## config.mk

```make
export PLATFORM = sky130hd
export DESIGN_NAME = uart_cmd_decoder
export DESIGN_NICKNAME = d
export VERILOG_FILES = /design/src/rtl/ucd_pkg.sv /design/src/rtl/ucd_gap_guard.sv /design/src/rtl/ucd_nibble_decode.sv /design/src/rtl/ucd_ctrl_regs.sv /design/src/rtl/uart_cmd_decoder.sv
export SDC_FILE = /design/constraint.sdc
export NUM_CORES = 1
export LEC_CHECK = 0
export ABC_AREA = 1
export ABC_CLOCK_PERIOD_IN_PS = 1800
export BUFFER_PORTS_ARGS = -buffer_cell sky130_fd_sc_hd__buf_2
export CAP_MARGIN = 20
export CORE_ASPECT_RATIO = 0.5
export CORE_UTILIZATION = 30
export DETAILED_ROUTE_END_ITERATION = 16
export GPL_TIMING_DRIVEN = 0
export PLACE_DENSITY = 0.55
export SETUP_SLACK_MARGIN = 0.5
export SLEW_MARGIN = 40
export SYNTH_ARGS = -nofsm -noshare
export SYNTH_HDL_FRONTEND = slang
export SYNTH_HIERARCHICAL = 1
export SYNTH_SLANG_ARGS = --single-unit
```

## constraint.sdc

```tcl
create_clock -name clk -period 1.8 [get_ports clk]
set_input_delay 0.36 -clock clk [delete_from_list [all_inputs] [get_ports clk]]
set_output_delay 0.36 -clock clk [all_outputs]
set_load 0.05 [all_outputs]
```

## src/rtl/ucd_pkg.sv

```systemverilog
package ucd_pkg;

  typedef enum logic [3:0] {
    MC_NOP       = 4'h0,
    MC_PTR_ONE   = 4'h1,
    MC_RX_RST    = 4'h2,
    MC_TX_RST    = 4'h3,
    MC_ERR_CLR   = 4'h4,
    MC_BRKCHG    = 4'h5,
    MC_BRK_START = 4'h6,
    MC_BRK_STOP  = 4'h7,
    MC_RTS_ON    = 4'h8,
    MC_RTS_OFF   = 4'h9,
    MC_TMO_ON    = 4'hA,
    MC_PTR_ZERO  = 4'hB,
    MC_TMO_OFF   = 4'hC,
    MC_SPARE     = 4'hD,
    MC_PD_ON     = 4'hE,
    MC_PD_OFF    = 4'hF
  } misc_code_e;

  typedef struct packed {
    logic rx_rst;
    logic tx_rst;
    logic err_clr;
    logic brkchg_clr;
    logic brk_start;
    logic brk_stop;
    logic rts_on;
    logic rts_off;
    logic tmo_on;
    logic tmo_off;
    logic ptr_one;
    logic ptr_zero;
    logic pd_on;
    logic pd_off;
  } misc_req_t;

  localparam int PULSE_W     = 6;
  localparam int P_RX_RST    = 0;
  localparam int P_TX_RST    = 1;
  localparam int P_ERR_CLR   = 2;
  localparam int P_BRKCHG    = 3;
  localparam int P_BRK_START = 4;
  localparam int P_BRK_STOP  = 5;

  // One-hot request for a nibble; NOP and SPARE give no request.
  function automatic misc_req_t decode_misc(input logic [3:0] code);
    misc_req_t r;
    r = '0;
    case (misc_code_e'(code))
      MC_PTR_ONE:   r.ptr_one    = 1'b1;
      MC_RX_RST:    r.rx_rst     = 1'b1;
      MC_TX_RST:    r.tx_rst     = 1'b1;
      MC_ERR_CLR:   r.err_clr    = 1'b1;
      MC_BRKCHG:    r.brkchg_clr = 1'b1;
      MC_BRK_START: r.brk_start  = 1'b1;
      MC_BRK_STOP:  r.brk_stop   = 1'b1;
      MC_RTS_ON:    r.rts_on     = 1'b1;
      MC_RTS_OFF:   r.rts_off    = 1'b1;
      MC_TMO_ON:    r.tmo_on     = 1'b1;
      MC_PTR_ZERO:  r.ptr_zero   = 1'b1;
      MC_TMO_OFF:   r.tmo_off    = 1'b1;
      MC_PD_ON:     r.pd_on      = 1'b1;
      MC_PD_OFF:    r.pd_off     = 1'b1;
      default:      r = '0;
    endcase
    return r;
  endfunction

  // Enable/disable pair on a held level: disable takes priority.
  function automatic logic next_enable(input logic cur, input logic en,
                                       input logic dis);
    if (dis)     return 1'b0;
    else if (en) return 1'b1;
    else         return cur;
  endfunction

endpackage

```

## src/rtl/ucd_gap_guard.sv

```systemverilog
module ucd_gap_guard #(
  parameter int MIN_GAP = 3,
  localparam int CW = $clog2(MIN_GAP + 1)
) (
  input  logic clk,
  input  logic rst_n,
  input  logic ref_edge,
  input  logic cmd_accept,
  output logic gap_ok
);

  localparam logic [CW-1:0] GAP_LIM = CW'(MIN_GAP);

  logic [CW-1:0] edge_cnt;

  // Saturating count of reference edges since the last accepted command.
  always_ff @(posedge clk) begin
    if (!rst_n)                           edge_cnt <= GAP_LIM;
    else if (cmd_accept)                  edge_cnt <= '0;
    else if (ref_edge && edge_cnt != GAP_LIM) edge_cnt <= edge_cnt + 1'b1;
  end

  assign gap_ok = (edge_cnt >= GAP_LIM);

  // the counter never runs past its limit.
  a_r9_cnt_bound: assert property (@(posedge clk) disable iff (!rst_n)
    edge_cnt <= GAP_LIM);

  // an accepted command closes the window for the next cycle.
  a_r9_window_closes: assert property (@(posedge clk) disable iff (!rst_n)
    cmd_accept |=> !gap_ok);

endmodule

```

## src/rtl/ucd_nibble_decode.sv

```systemverilog
module ucd_nibble_decode
  import ucd_pkg::*;
(
  input  logic       wr_en,
  input  logic [7:0] wr_data,
  input  logic       power_down,
  input  logic       gap_ok,
  output misc_req_t  req,
  output logic       misc_fire,
  output logic       misc_reject,
  output logic       lo_rx_en,
  output logic       lo_rx_dis,
  output logic       lo_tx_en,
  output logic       lo_tx_dis
);

  logic [3:0] code;
  logic       is_misc;
  logic       pd_block;
  logic       low_live;

  assign code     = wr_data[7:4];
  assign is_misc  = wr_en && (code != MC_NOP);
  assign pd_block = power_down && (code != MC_PD_OFF);
  assign low_live = wr_en && !power_down;

  assign misc_fire   = is_misc && !pd_block && gap_ok;
  assign misc_reject = is_misc && !pd_block && !gap_ok;

  assign req = misc_fire ? decode_misc(code) : '0;

  assign lo_rx_en  = low_live && wr_data[0];
  assign lo_rx_dis = low_live && wr_data[1];
  assign lo_tx_en  = low_live && wr_data[2];
  assign lo_tx_dis = low_live && wr_data[3];

  // one accepted nibble yields at most one request.
  always_comb begin
    a_r11_req_onehot: assert ($onehot0(req));
  end

endmodule

```

## src/rtl/ucd_ctrl_regs.sv

```systemverilog
module ucd_ctrl_regs
  import ucd_pkg::*;
#(
  parameter int PTR_W = 2
) (
  input  logic                clk,
  input  logic                rst_n,
  input  misc_req_t           req,
  input  logic                misc_reject,
  input  logic                lo_rx_en,
  input  logic                lo_rx_dis,
  input  logic                lo_tx_en,
  input  logic                lo_tx_dis,
  output logic                rx_en,
  output logic                tx_en,
  output logic                rts_n,
  output logic                tmo_mode,
  output logic                pd,
  output logic [PTR_W-1:0]    mr_ptr,
  output logic [PULSE_W-1:0]  pulse,
  output logic                viol
);

  logic [PULSE_W-1:0] pulse_d;
  logic               rx_en_d;
  logic               tx_en_d;

  always_comb begin
    pulse_d              = '0;
    pulse_d[P_RX_RST]    = req.rx_rst;
    pulse_d[P_TX_RST]    = req.tx_rst;
    pulse_d[P_ERR_CLR]   = req.err_clr;
    pulse_d[P_BRKCHG]    = req.brkchg_clr;
    pulse_d[P_BRK_START] = req.brk_start && tx_en;
    pulse_d[P_BRK_STOP]  = req.brk_stop;
  end

  assign rx_en_d = req.rx_rst ? 1'b0 : next_enable(rx_en, lo_rx_en, lo_rx_dis);
  assign tx_en_d = req.tx_rst ? 1'b0 : next_enable(tx_en, lo_tx_en, lo_tx_dis);

  always_ff @(posedge clk) begin
    if (!rst_n) begin
      rx_en    <= 1'b0;
      tx_en    <= 1'b0;
      rts_n    <= 1'b1;
      tmo_mode <= 1'b0;
      pd       <= 1'b0;
      mr_ptr   <= '0;
      pulse    <= '0;
      viol     <= 1'b0;
    end else begin
      rx_en <= rx_en_d;
      tx_en <= tx_en_d;
      pulse <= pulse_d;
      if (req.rts_on)   rts_n    <= 1'b0;
      if (req.rts_off)  rts_n    <= 1'b1;
      if (req.tmo_on)   tmo_mode <= 1'b1;
      if (req.tmo_off)  tmo_mode <= 1'b0;
      if (req.pd_on)    pd       <= 1'b1;
      if (req.pd_off)   pd       <= 1'b0;
      if (req.ptr_one)  mr_ptr   <= PTR_W'(1);
      if (req.ptr_zero) mr_ptr   <= '0;
      if (misc_reject)  viol     <= 1'b1;
    end
  end

  // disable beats any enable in the same write.
  a_r1_rx_dis_wins: assert property (@(posedge clk) disable iff (!rst_n)
    lo_rx_dis |=> !rx_en);
  a_r1_tx_dis_wins: assert property (@(posedge clk) disable iff (!rst_n)
    lo_tx_dis |=> !tx_en);

  // a break only starts from an enabled transmitter.
  a_r4_break_gated: assert property (@(posedge clk) disable iff (!rst_n)
    pulse[P_BRK_START] |-> $past(tx_en));

  // pulses are mutually exclusive and last one cycle.
  a_r11_pulse_onehot: assert property (@(posedge clk) disable iff (!rst_n)
    $onehot0(pulse));
  a_r11_pulse_single: assert property (@(posedge clk) disable iff (!rst_n)
    (|pulse) |=> !(|pulse));

  // the violation flag is sticky.
  a_r9_viol_sticky: assert property (@(posedge clk) disable iff (!rst_n)
    viol |=> viol);

endmodule

```

## src/rtl/uart_cmd_decoder.sv

```systemverilog
module uart_cmd_decoder
  import ucd_pkg::*;
#(
  parameter int MIN_GAP = 3,
  parameter int PTR_W   = 2
) (
  input  logic             clk,
  input  logic             rst_n,
  input  logic             ref_edge,
  input  logic             wr_en,
  input  logic [7:0]       wr_data,
  output logic             rx_enable,
  output logic             tx_enable,
  output logic             rx_reset_p,
  output logic             tx_reset_p,
  output logic             err_clear_p,
  output logic             brk_chg_clear_p,
  output logic             break_start_p,
  output logic             break_stop_p,
  output logic             rts_n,
  output logic             timeout_mode,
  output logic             power_down,
  output logic [PTR_W-1:0] mr_ptr,
  output logic             spacing_err
);

  misc_req_t          req;
  logic               gap_ok;
  logic               misc_fire;
  logic               misc_reject;
  logic               lo_rx_en;
  logic               lo_rx_dis;
  logic               lo_tx_en;
  logic               lo_tx_dis;
  logic [PULSE_W-1:0] pulse;

  ucd_gap_guard #(.MIN_GAP(MIN_GAP)) u_gap (
    .clk        (clk),
    .rst_n      (rst_n),
    .ref_edge   (ref_edge),
    .cmd_accept (misc_fire),
    .gap_ok     (gap_ok)
  );

  ucd_nibble_decode u_dec (
    .wr_en       (wr_en),
    .wr_data     (wr_data),
    .power_down  (power_down),
    .gap_ok      (gap_ok),
    .req         (req),
    .misc_fire   (misc_fire),
    .misc_reject (misc_reject),
    .lo_rx_en    (lo_rx_en),
    .lo_rx_dis   (lo_rx_dis),
    .lo_tx_en    (lo_tx_en),
    .lo_tx_dis   (lo_tx_dis)
  );

  ucd_ctrl_regs #(.PTR_W(PTR_W)) u_regs (
    .clk         (clk),
    .rst_n       (rst_n),
    .req         (req),
    .misc_reject (misc_reject),
    .lo_rx_en    (lo_rx_en),
    .lo_rx_dis   (lo_rx_dis),
    .lo_tx_en    (lo_tx_en),
    .lo_tx_dis   (lo_tx_dis),
    .rx_en       (rx_enable),
    .tx_en       (tx_enable),
    .rts_n       (rts_n),
    .tmo_mode    (timeout_mode),
    .pd          (power_down),
    .mr_ptr      (mr_ptr),
    .pulse       (pulse),
    .viol        (spacing_err)
  );

  assign rx_reset_p      = pulse[P_RX_RST];
  assign tx_reset_p      = pulse[P_TX_RST];
  assign err_clear_p     = pulse[P_ERR_CLR];
  assign brk_chg_clear_p = pulse[P_BRKCHG];
  assign break_start_p   = pulse[P_BRK_START];
  assign break_stop_p    = pulse[P_BRK_STOP];

  // in power-down, anything but the wake command leaves every output alone.
  a_r10_pd_freeze: assert property (@(posedge clk) disable iff (!rst_n)
    (power_down && !(wr_en && wr_data[7:4] == 4'hF)) |=>
      ($stable(rx_enable) && $stable(tx_enable) && $stable(rts_n) &&
       $stable(timeout_mode) && $stable(mr_ptr) && power_down && !(|pulse)));

  // the violation flag only rises after a write.
  a_r9_viol_cause: assert property (@(posedge clk) disable iff (!rst_n)
    $rose(spacing_err) |-> $past(wr_en));

  // a write with an empty nibble produces no pulse.
  a_r8_nop_quiet: assert property (@(posedge clk) disable iff (!rst_n)
    (wr_en && (wr_data[7:4] == 4'h0 || wr_data[7:4] == 4'hD)) |=> !(|pulse));

endmodule

```

=== Yosys cells after proc, flatten, opt, wreduce, memory -nomap -nowiden ===
Index checks and enable logic that the tools add are counted.

* Equal/unequal tests: 16
* Reductions and logical operators: 24
* $lt $le $gt $ge: 1
* Muxes and demuxes: 17
* Bitwise gates (word level): 1
* Add/subtract/negate cells: 1

{| class="wikitable"
|+ Operator list
! cell !! number
|-
| $eq A4 B4 Y1 const B || 7
|-
| $eq A4 B3 Y1 const B || 4
|-
| $mux W1 || 14
|-
| $mux W14 || 1
|-
| $logic_and A1 B1 Y1 || 12
|-
| $eq A4 B2 Y1 const B || 2
|-
| $reduce_or A2 Y1 || 4
|-
| $reduce_or A3 Y1 || 2
|-
| $eq A4 B1 Y1 const B || 1
|-
| $mux W2 || 2
|-
| $ne A4 B4 Y1 const B || 1
|-
| $reduce_bool A4 Y1 || 1
|-
| $logic_not A1 Y1 || 3
|-
| $add A2 B1 Y2 const B || 1
|-
| $ge A2 B2 Y1 const B || 1
|-
| $ne A2 B2 Y1 const B || 1
|-
| $reduce_and A2 Y1 || 1
|-
| $reduce_bool A2 Y1 || 1
|-
| $not A1 Y1 || 1
|}

* Flip-flop bits (word level): 15
* Logic and storage cells: 70

=== Longest topological paths before layout ===
Gate-level depths: netlist (run 1).

* Word-level depth: 7
* Depth in mapped cells: 8
* Mapped depth without buffers: 7

=== By module ===
Netlist (run 1), hierarchy kept.

{| class="wikitable"
|+ Modules (own cells, without submodules)
! module !! cells an instance !! times used !! area an instance (um2) !! seq. area each (um2)
|-
| ucd_ctrl_regs || 56 || 1 || 451.7 || 260.2
|-
| ucd_nibble_decode || 60 || 1 || 286.5 || 0.0
|-
| ucd_gap_guard || 17 || 1 || 112.6 || 40.0
|}

=== Worst setup path after synthesis (run 1) ===
OpenSTA, ideal clock, no wires.

* Path kind: flip-flop to flip-flop
* From: reg u_regs.pd
* To: reg u_gap.edge_cnt[1]
* Setup time: 0.062 ns
* Stages on the path, launching flop included: 8
* Setup slack: 0.365 ns
* Buffers on the path: 1
* Arrival time: 1.373 ns
* Path through: dfxtp_1 > o21ai_2 > nand3_4 > buf_6 > inv_1 > nor2_1 > nand2_1 > nand3_1

* Cells in the longest elaborated chain, start to end: 5
* Elaborated cells between the ends (all ways): 6
* Classes of those cells: 1 x mux; 5 x reduce/logical

{| class="wikitable"
|+ RTL lines
! what !! line !! text
|-
| start: declaration || ucd_ctrl_regs.sv:18 || <nowiki>output logic pd,</nowiki>
|-
| start signal: assignment || ucd_ctrl_regs.sv:47 || <nowiki>pd <= 1'b0;</nowiki>
|-
| start signal: assignment || ucd_ctrl_regs.sv:59 || <nowiki>if (req.pd_on) pd <= 1'b1;</nowiki>
|-
| start signal: assignment || ucd_ctrl_regs.sv:60 || <nowiki>if (req.pd_off) pd <= 1'b0;</nowiki>
|-
| $logic_and A1 B1 Y1 (*) || ucd_nibble_decode.sv:24 || <nowiki>assign pd_block = power_down && (code != MC_PD_OFF);</nowiki>
|-
| $logic_not A1 Y1 (*) || ucd_nibble_decode.sv:27 || <nowiki>assign misc_fire = is_misc && !pd_block && gap_ok;</nowiki>
|-
| $logic_and A1 B1 Y1 (*) (2 in a row) || ucd_nibble_decode.sv:27 ||
|-
| net misc_fire || uart_cmd_decoder.sv:29 || <nowiki>logic misc_fire;</nowiki>
|-
| $mux W2 or $reduce_bool A2 Y1 (tied branches) || - ||
|-
| end signal: assignment || ucd_gap_guard.sv:20 || <nowiki>else if (ref_edge && edge_cnt != GAP_LIM) edge_cnt <= edge_cnt + 1'b1;</nowiki>
|-
| end: declaration || ucd_gap_guard.sv:14 || <nowiki>logic [CW-1:0] edge_cnt;</nowiki>
|}

The timed path passes the listed nets; every way through them passes the cells marked *.
A chain may end at the register's enable or synchronous reset.

=== Final worst setup path (run 1) ===
* From: reg u_regs.pd
* To: out power_down

{| class="wikitable"
|+ RTL lines
! what !! line !! text
|-
| end: declaration || uart_cmd_decoder.sv:22 || <nowiki>output logic power_down,</nowiki>
|}

No word-level cell between the ends.

==> results of run 1 <==
[power by group through the flow]
stage,Sequential (mW),Clock (mW),Combinational [mW]
detailed placement,0.369,0,0.221
global route,0.371,0.302,0.280
CTS,0.366,0.283,0.233
global placement,0.369,0,0.218
floorplan,0.398,0,0.142
finish,0.369,0.268,0.250
[what timing repair did]
action                     CTS  global route
pin swaps                    0             3
resized for setup            3             8
setup buffers                0             1
setup endpoints to repair    3             4
hold buffers                 0             0
[cell usage in the layout (no fill, tap or decap), types with 2 or more instances in the layout]
| cell type | n |
|---|---|
| clkbuf_8 | 3 |
| buf_2 | 24 |
| inv_1 | 31 |
| nand3_2 | 2 |
| dfxtp_1 | 12 |
| nor2_2 | 12 |
| dfxtp_2 | 3 |
| buf_4 | 2 |
| nor2_4 | 2 |
| nand3_1 | 4 |
| nand2_1 | 27 |
| nor2_1 | 29 |
[cell families after synthesis]
| group | Yosys count |
|---|---|
| other | 1 |
| DFF | 15 |
| AOI/OAI and AO/OA | 3 |
| buffers and inverters | 34 |
| adders and majority gates | 1 |
| and+or+nand+nor | 79 |
[metrics by stage]
step	std cells	worst slack (ns)
after floorplan	133	0.532
after global placement	194	0.233
after detailed placement	194	0.226
after CTS	198	0.512
after global routing	199	0.505
final	199	0.558
[layer usage]
metal / vias up / global-route usage / wire length, um
met4: 0 / 0.0283 / 0
met1: 323 / 0.147 / 837
li1: 435 / - / -
met5: - / 0 / 0
met2: 12 / 0.190 / 724
met3: 0 / 0.0488 / 75
[registers in the layout, summed over array words and instances (netlist names)]
signal,cells
u_regs/tmo_mode,1
u_regs/pd,1
u_gap/edge_cnt,2
u_regs/tx_en,1
u_regs/rx_en,1
u_regs/pulse,6
u_regs/viol,1
u_regs/mr_ptr,1
u_regs/rts_n,1
[final timing paths]
check / endpoint / cells past startpoint
worst max-delay path: power_down / 1
worst min-delay path: u_gap/edge_cnt[0] / 2
worst max register to register: u_gap/edge_cnt[1] / 7
worst min register to register: u_regs/rts_n / 2
[layout make-up]
type | count | area share
clock buffer | 3 | 0.0370
multi-input combinational | 84 | 0.391
timing repair buffer | 25 | 0.114
sequential | 15 | 0.272
tap | 37 | 0.0415
inverter | 31 | 0.104
buffer | 3 | 0.0348
clock inverter | 1 | 0.00448
==> results.yml, run 1 <==
run_status:
  status: "completed"
setup_path:
  worstReg2RegStart: "u_gap/edge_cnt[0]"
  cp-startpoint: "u_regs/pd"
  critical_path.cell_chain: "buf_2"
  crit_slowest_cell: "dfxtp_2"
  required_ns: 1.44
  worstPathArrival_ns: 0.88
  slowest_delay_ns: 0.37
  critical_path.top_delay_family: "flip-flops"
  endpoint_kind: "primary output"
  start_kind: "flip-flop"
  critPathMaxFanout: 4
  rrSetupSlack_ns: 0.59
  critPathKind: "flip-flop to primary output"
  path_buf_inv: 1
timing:
  rsz0062_at_grt: "no"
  finalHoldViolCount: 0
  max_freq_ghz: 0.805
  drv_slew: 0
  fin_tns_setup_ns: 0
  final.min_clock_period_ns: 1.24
  fin_skew_ns: 0.000751
  min_period_over_period: 0.690
  setup_violations: 0
  fin_hold_ws_ns: 0.353
routing:
  avgRoutedWirePerCell_um: 8.23
  drc: 0
  vias_per_cell: 3.87
  drt_wl_total_um: 1640
  vias: 770
  antenna_left: 0
  firstDrtPassIters: 3
  drt_iter0_markers: 18
place:
  dpl_cell_area_um2: 1020
  hpwl_um: 1310
  port_buffers: 24
  place_congestion: 0.828
floorplan:
  design.core.area_um2: 2640
  io_pins: 26
  dieHeight_um: 39.7
  dieArea_um2: 3070
  die_w_um: 77.3
  rows: 13
  start_util: 0.323
yosys:
  ys_top_cells_by_count: "inv_1 (31), nor2_1 (31), nand2_1 (28)"
  syn_nets: 146
  synth_xor_area_frac: 0
  yosys.cell_types.count: 17
  async_flop_share: 0
  synth_top_family_by_area: "simple AND/OR/NAND/NOR gates"
  avgSynthCellArea_um2: 6.40
  synth-simple-area-share: 0.429
  synth.top_cell.area_share: 0.353
  ys_top_cells_by_area: "dfxtp_1 (35%), inv_1 (14%), nor2_1 (14%), nand2_1 (12%), nor2_2 (8.1%)"
  syn_inst: 133
  synth_ff_type: "dfxtp_1"
  synth-seq-cells: 15
  muxShareOfSynthArea: 0
  yosysSeqAreaShare: 0.353
  synth_edf_count: 0
  synth_compound_area_frac: 0.0265
  synth-adder-area-share: 0.0147
  synthesis.area_um2: 851
  ys_warn_count: 6
  synth.largest_area_cell: "dfxtp_1"
clock_network:
  cts.sinks: 15
  clk_pin_slew_ns: 0.06
  clock-root-buffer: "clkbuf_8"
  htreeDepth: 1
  tritoncts: "built"
  clock_path_buffers: 2
  worstSkewPairLatency_ns: 0.24
  cts_inserted_buffers: 3
power_and_ir_drop:
  power_mw: 0.886
  swShare: 0.318
  p_int_mw: 0.604
  p_seq_frac: 0.416
  leakagePower_nw: 0.593
  power_density_nw_per_um2: 794
  p_comb_frac: 0.282
  power.switching_mw: 0.282
  peakVddDrop_uv: 227
  pwr-share-clk: 0.302
layout:
  fin_util: 0.424
  layout-drive-gt1-share: 0.352
  nets: 176
  area_growth_pct: 31.2
  insertedDiodeCount: 0
  regArea_um2: 304
  stdcell_area_um2: 1120
  n_fill_cell: 297
  multi_input_area_um2: 437
job:
  maxCapViolations: 0
global_route:
  grt_max_degree: 11
  antenna_found_initial: 0
  grt_pass1_vias: 610
  grt_overflow_total: 0
  grt_use_total: 0.118
  grt_pass1_wl_um: 2640
worst_hold_path:
  worstHoldPathType: "primary input to flip-flop"
  hold_path.startpoint: "rst_n"
No activity file was read; power rests on OpenSTA's default activity.
==> inputs of run 2 (changes only) <==
--- a/config.mk
+++ b/config.mk
@@ -5,15 +5,15 @@
 export SDC_FILE = /design/constraint.sdc
 export NUM_CORES = 1
 export LEC_CHECK = 0
-export ABC_AREA = 1
-export ABC_CLOCK_PERIOD_IN_PS = 1800
+export ABC_AREA = 0
+export ABC_CLOCK_PERIOD_IN_PS = 1070
 export BUFFER_PORTS_ARGS = -buffer_cell sky130_fd_sc_hd__buf_2
 export CAP_MARGIN = 20
 export CORE_ASPECT_RATIO = 0.5
 export CORE_UTILIZATION = 30
 export DETAILED_ROUTE_END_ITERATION = 16
 export GPL_TIMING_DRIVEN = 0
-export PLACE_DENSITY = 0.55
+export PLACE_DENSITY = 0.58
 export SETUP_SLACK_MARGIN = 0.5
 export SLEW_MARGIN = 40
 export SYNTH_ARGS = -nofsm -noshare
==> constraint.sdc (replaced) <==
create_clock -name clk -period 1.07 [get_ports clk]
set_input_delay 0.214 -clock clk [delete_from_list [all_inputs] [get_ports clk]]
set_output_delay 0.214 -clock clk [all_outputs]
set_load 0.05 [all_outputs]
==> run 2 against run 1 <==
  * The flow now finishes with violations (negative setup slack)
  * Sequential power grew 63%
  * Flip-flop and latch count is the same
  * Critical endpoint is now u_regs/rx_en
  * Area after synthesis shrank 6.9%
  * Combinational power grew 110%
  * Synthesized cell count shrank 38%
  * Total power grew 78%
  * Largest power group unchanged
  * Final cell count shrank 21%
  * Critical path depth grew 5
==> results.yml, run 2 <==
power_and_ir_drop:
  peakVddDrop_uv: 539
  leakagePower_nw: 0.544
  power_mw: 1.58
  power_density_nw_per_um2: 1160
setup_path:
  crit_path_frequent_cell: "buf_4"
  endpoint_kind: "flip-flop"
  crit_slowest_cell: "dfxtp_4"
  required_ns: 1.23
  critical_path.cell_chain: "buf_4 > and2b_2 > nand3b_1 > buf_4 > nor2_4 > nor4b_2"
  critPathMaxFanout: 5
  start_kind: "flip-flop"
  worstPathArrival_ns: 1.55
  slowest_delay_ns: 0.35
  critPathKind: "flip-flop to flip-flop"
  reg2reg_depth: 6
global_route:
  grt-busiest-layer: "met2"
  use_met2: 0.245
  grt_max_degree: 11
  met1_usage: 0.178
  antenna_found_initial: 0
  grt_use_total: 0.150
  grt_pass1_vias: 674
  met3_usage: 0.0553
  grt_overflow_total: 0
  grt_pass1_wl_um: 3040
layout:
  stdcell_count: 158
  n_fill_cell: 215
  final_common_cell: "buf_4"
  max_flop_register: "u_regs/pulse"
  nets: 137
  fin_util: 0.578
  largest_reg_flops: 6
  reg_top3: "u_regs/pulse: 6 flops, u_gap/edge_cnt: 2 flops"
  mostFrequentLayoutCells: "buf_4 (14), nor2_1 (13), dfxtp_4 (13)"
  insertedDiodeCount: 0
  stdcell_area_um2: 1360
  area_growth_pct: 72.0
  layout-drive-gt1-share: 0.699
timing:
  drv_slew: 0
  finalHoldViolCount: 0
  fin_skew_ns: 0.00375
  min_period_over_period: 1.30
  timing.final.ws_setup_ns: -0.322
  rsz0062_at_grt: "yes"
  fin_tns_setup_ns: -3.62
  max_freq_ghz: 0.718
  final.min_clock_period_ns: 1.39
  setup_violations: 16
worst_hold_path:
  min_path_cells: 2
  worstHoldPathType: "primary input to flip-flop"
floorplan:
  start_util: 0.336
  die_w_um: 74.7
  rows: 12
  dieHeight_um: 38.3
  io_pins: 26
  dieArea_um2: 2860
  design.core.area_um2: 2360
clock_network:
  tritoncts: "built"
  worstSkewPairLatency_ns: 0.25
  clock_path_buffers: 2
  cts_inserted_buffers: 3
  clk_pin_slew_ns: 0.06
  cts.sinks: 15
  clock-root-buffer: "clkbuf_8"
  cts_hold_buf: 0
  htreeDepth: 1
yosys:
  ys_top_cells_by_count: "nor2_1 (16), dfxtp_1 (15), and2_1 (5), and2_2 (5), nand3b_1 (5)"
  synth_ff_type: "dfxtp_1"
  ys_warn_count: 6
  avgSynthCellArea_um2: 9.66
  syn_inst: 82
  synthesis.area_um2: 792
  synth_edf_count: 0
  synth.top_cell.area_share: 0.379
  synth.largest_area_cell: "dfxtp_1"
  yosys.cell_count.top_type: "nor2_1"
  yosysSeqAreaShare: 0.379
  synth-seq-cells: 15
  yosys.cell_types.count: 31
  syn_nets: 95
  ys_top_cells_by_area: "dfxtp_1 (38%), nor2_1 (7.6%), nor4b_2 (5.7%), and2_2 (4.7%), nand3b_1 (4.7%)"
  async_flop_share: 0
place:
  dpl_cell_area_um2: 1040
  port_buffers: 22
  hpwl_um: 1220
  dpl.cell_count: 139
  place_congestion: 0.711
routing:
  drc: 0
  vias_per_cell: 4.51
  avgRoutedWirePerCell_um: 11.5
  drt_iter0_markers: 15
  firstDrtPassIters: 4
  antenna_left: 0
  vias: 713
  drt_wl_total_um: 1810
run_status:
  violations: "negative setup slack"
  status: "finished with violations"
job:
  maxCapViolations: 0
## run 2: path summary, 6_finish.rpt
check                     from                 to  slack, ns
setup / recovery     u_regs/pd       u_regs/rx_en      -0.32
hold / removal           rst_n  u_gap/edge_cnt[0]       0.20
setup reg to reg     u_regs/pd       u_regs/rx_en      -0.32
hold reg to reg   u_regs/rts_n       u_regs/rts_n       0.50
## run 2: final cells by class
class	count	area, um2	area share
well taps	35	43.8	0.0321
clock buffers	3	41.3	0.0303
repair buffers	37	360	0.264
inverters	1	3.75	0.00275
plain buffers	4	37.5	0.0275
clock inverters	1	5.00	0.00367
flip-flops and latches	15	352	0.258
multi-input cells	62	519	0.381
## run 2: repair_timing
action / in CTS / in global routing
endpoints found under the hold margin: 0 / 0
endpoints found under the setup margin: 28 / 28
resized for setup: 42 / 7
buffers inserted: 10 / 5
pin swaps: 13 / 12
## run 2: power by group
group          internal, mW  total, mW  switching, mW
clock network         0.258      0.463          0.204
logic                 0.275      0.518          0.242
registers             0.572      0.601         0.0288
## run 2: per-layer routing
metal	share of wire	vias up
li1	-	368
met4	0.013	0
met1	0.46	329
met5	0	-
met2	0.49	13
met3	0.033	3
## run 2: critical path: cells and delay by family (launching register included)
kind                   cells  cell delay [ns]
buffers and inverters      2             0.26
DFF                        1             0.35
and+or+nand+nor            4             0.68
## run 2: kinds of logic after synthesis
logic type / count (synthesis) / synth area share
adder cells (fa/ha/maj): 1 / 0.0158
buffers and inverters: 5 / 0.0521
other: 1 / 0.00473
AND/OR/NAND/NOR: 55 / 0.487
flip-flops: 15 / 0.379
AO/OA/AOI/OAI: 5 / 0.0616
## run 2: through the flow
step                      hold slack (ns)  worst slack, ns
final                               0.202           -0.322
after global routing                0.201           -0.380
after CTS                           0.200           -0.330
after detailed placement            0.459           -0.496
after global placement              0.454           -0.461
after floorplan                     0.279           -0.405
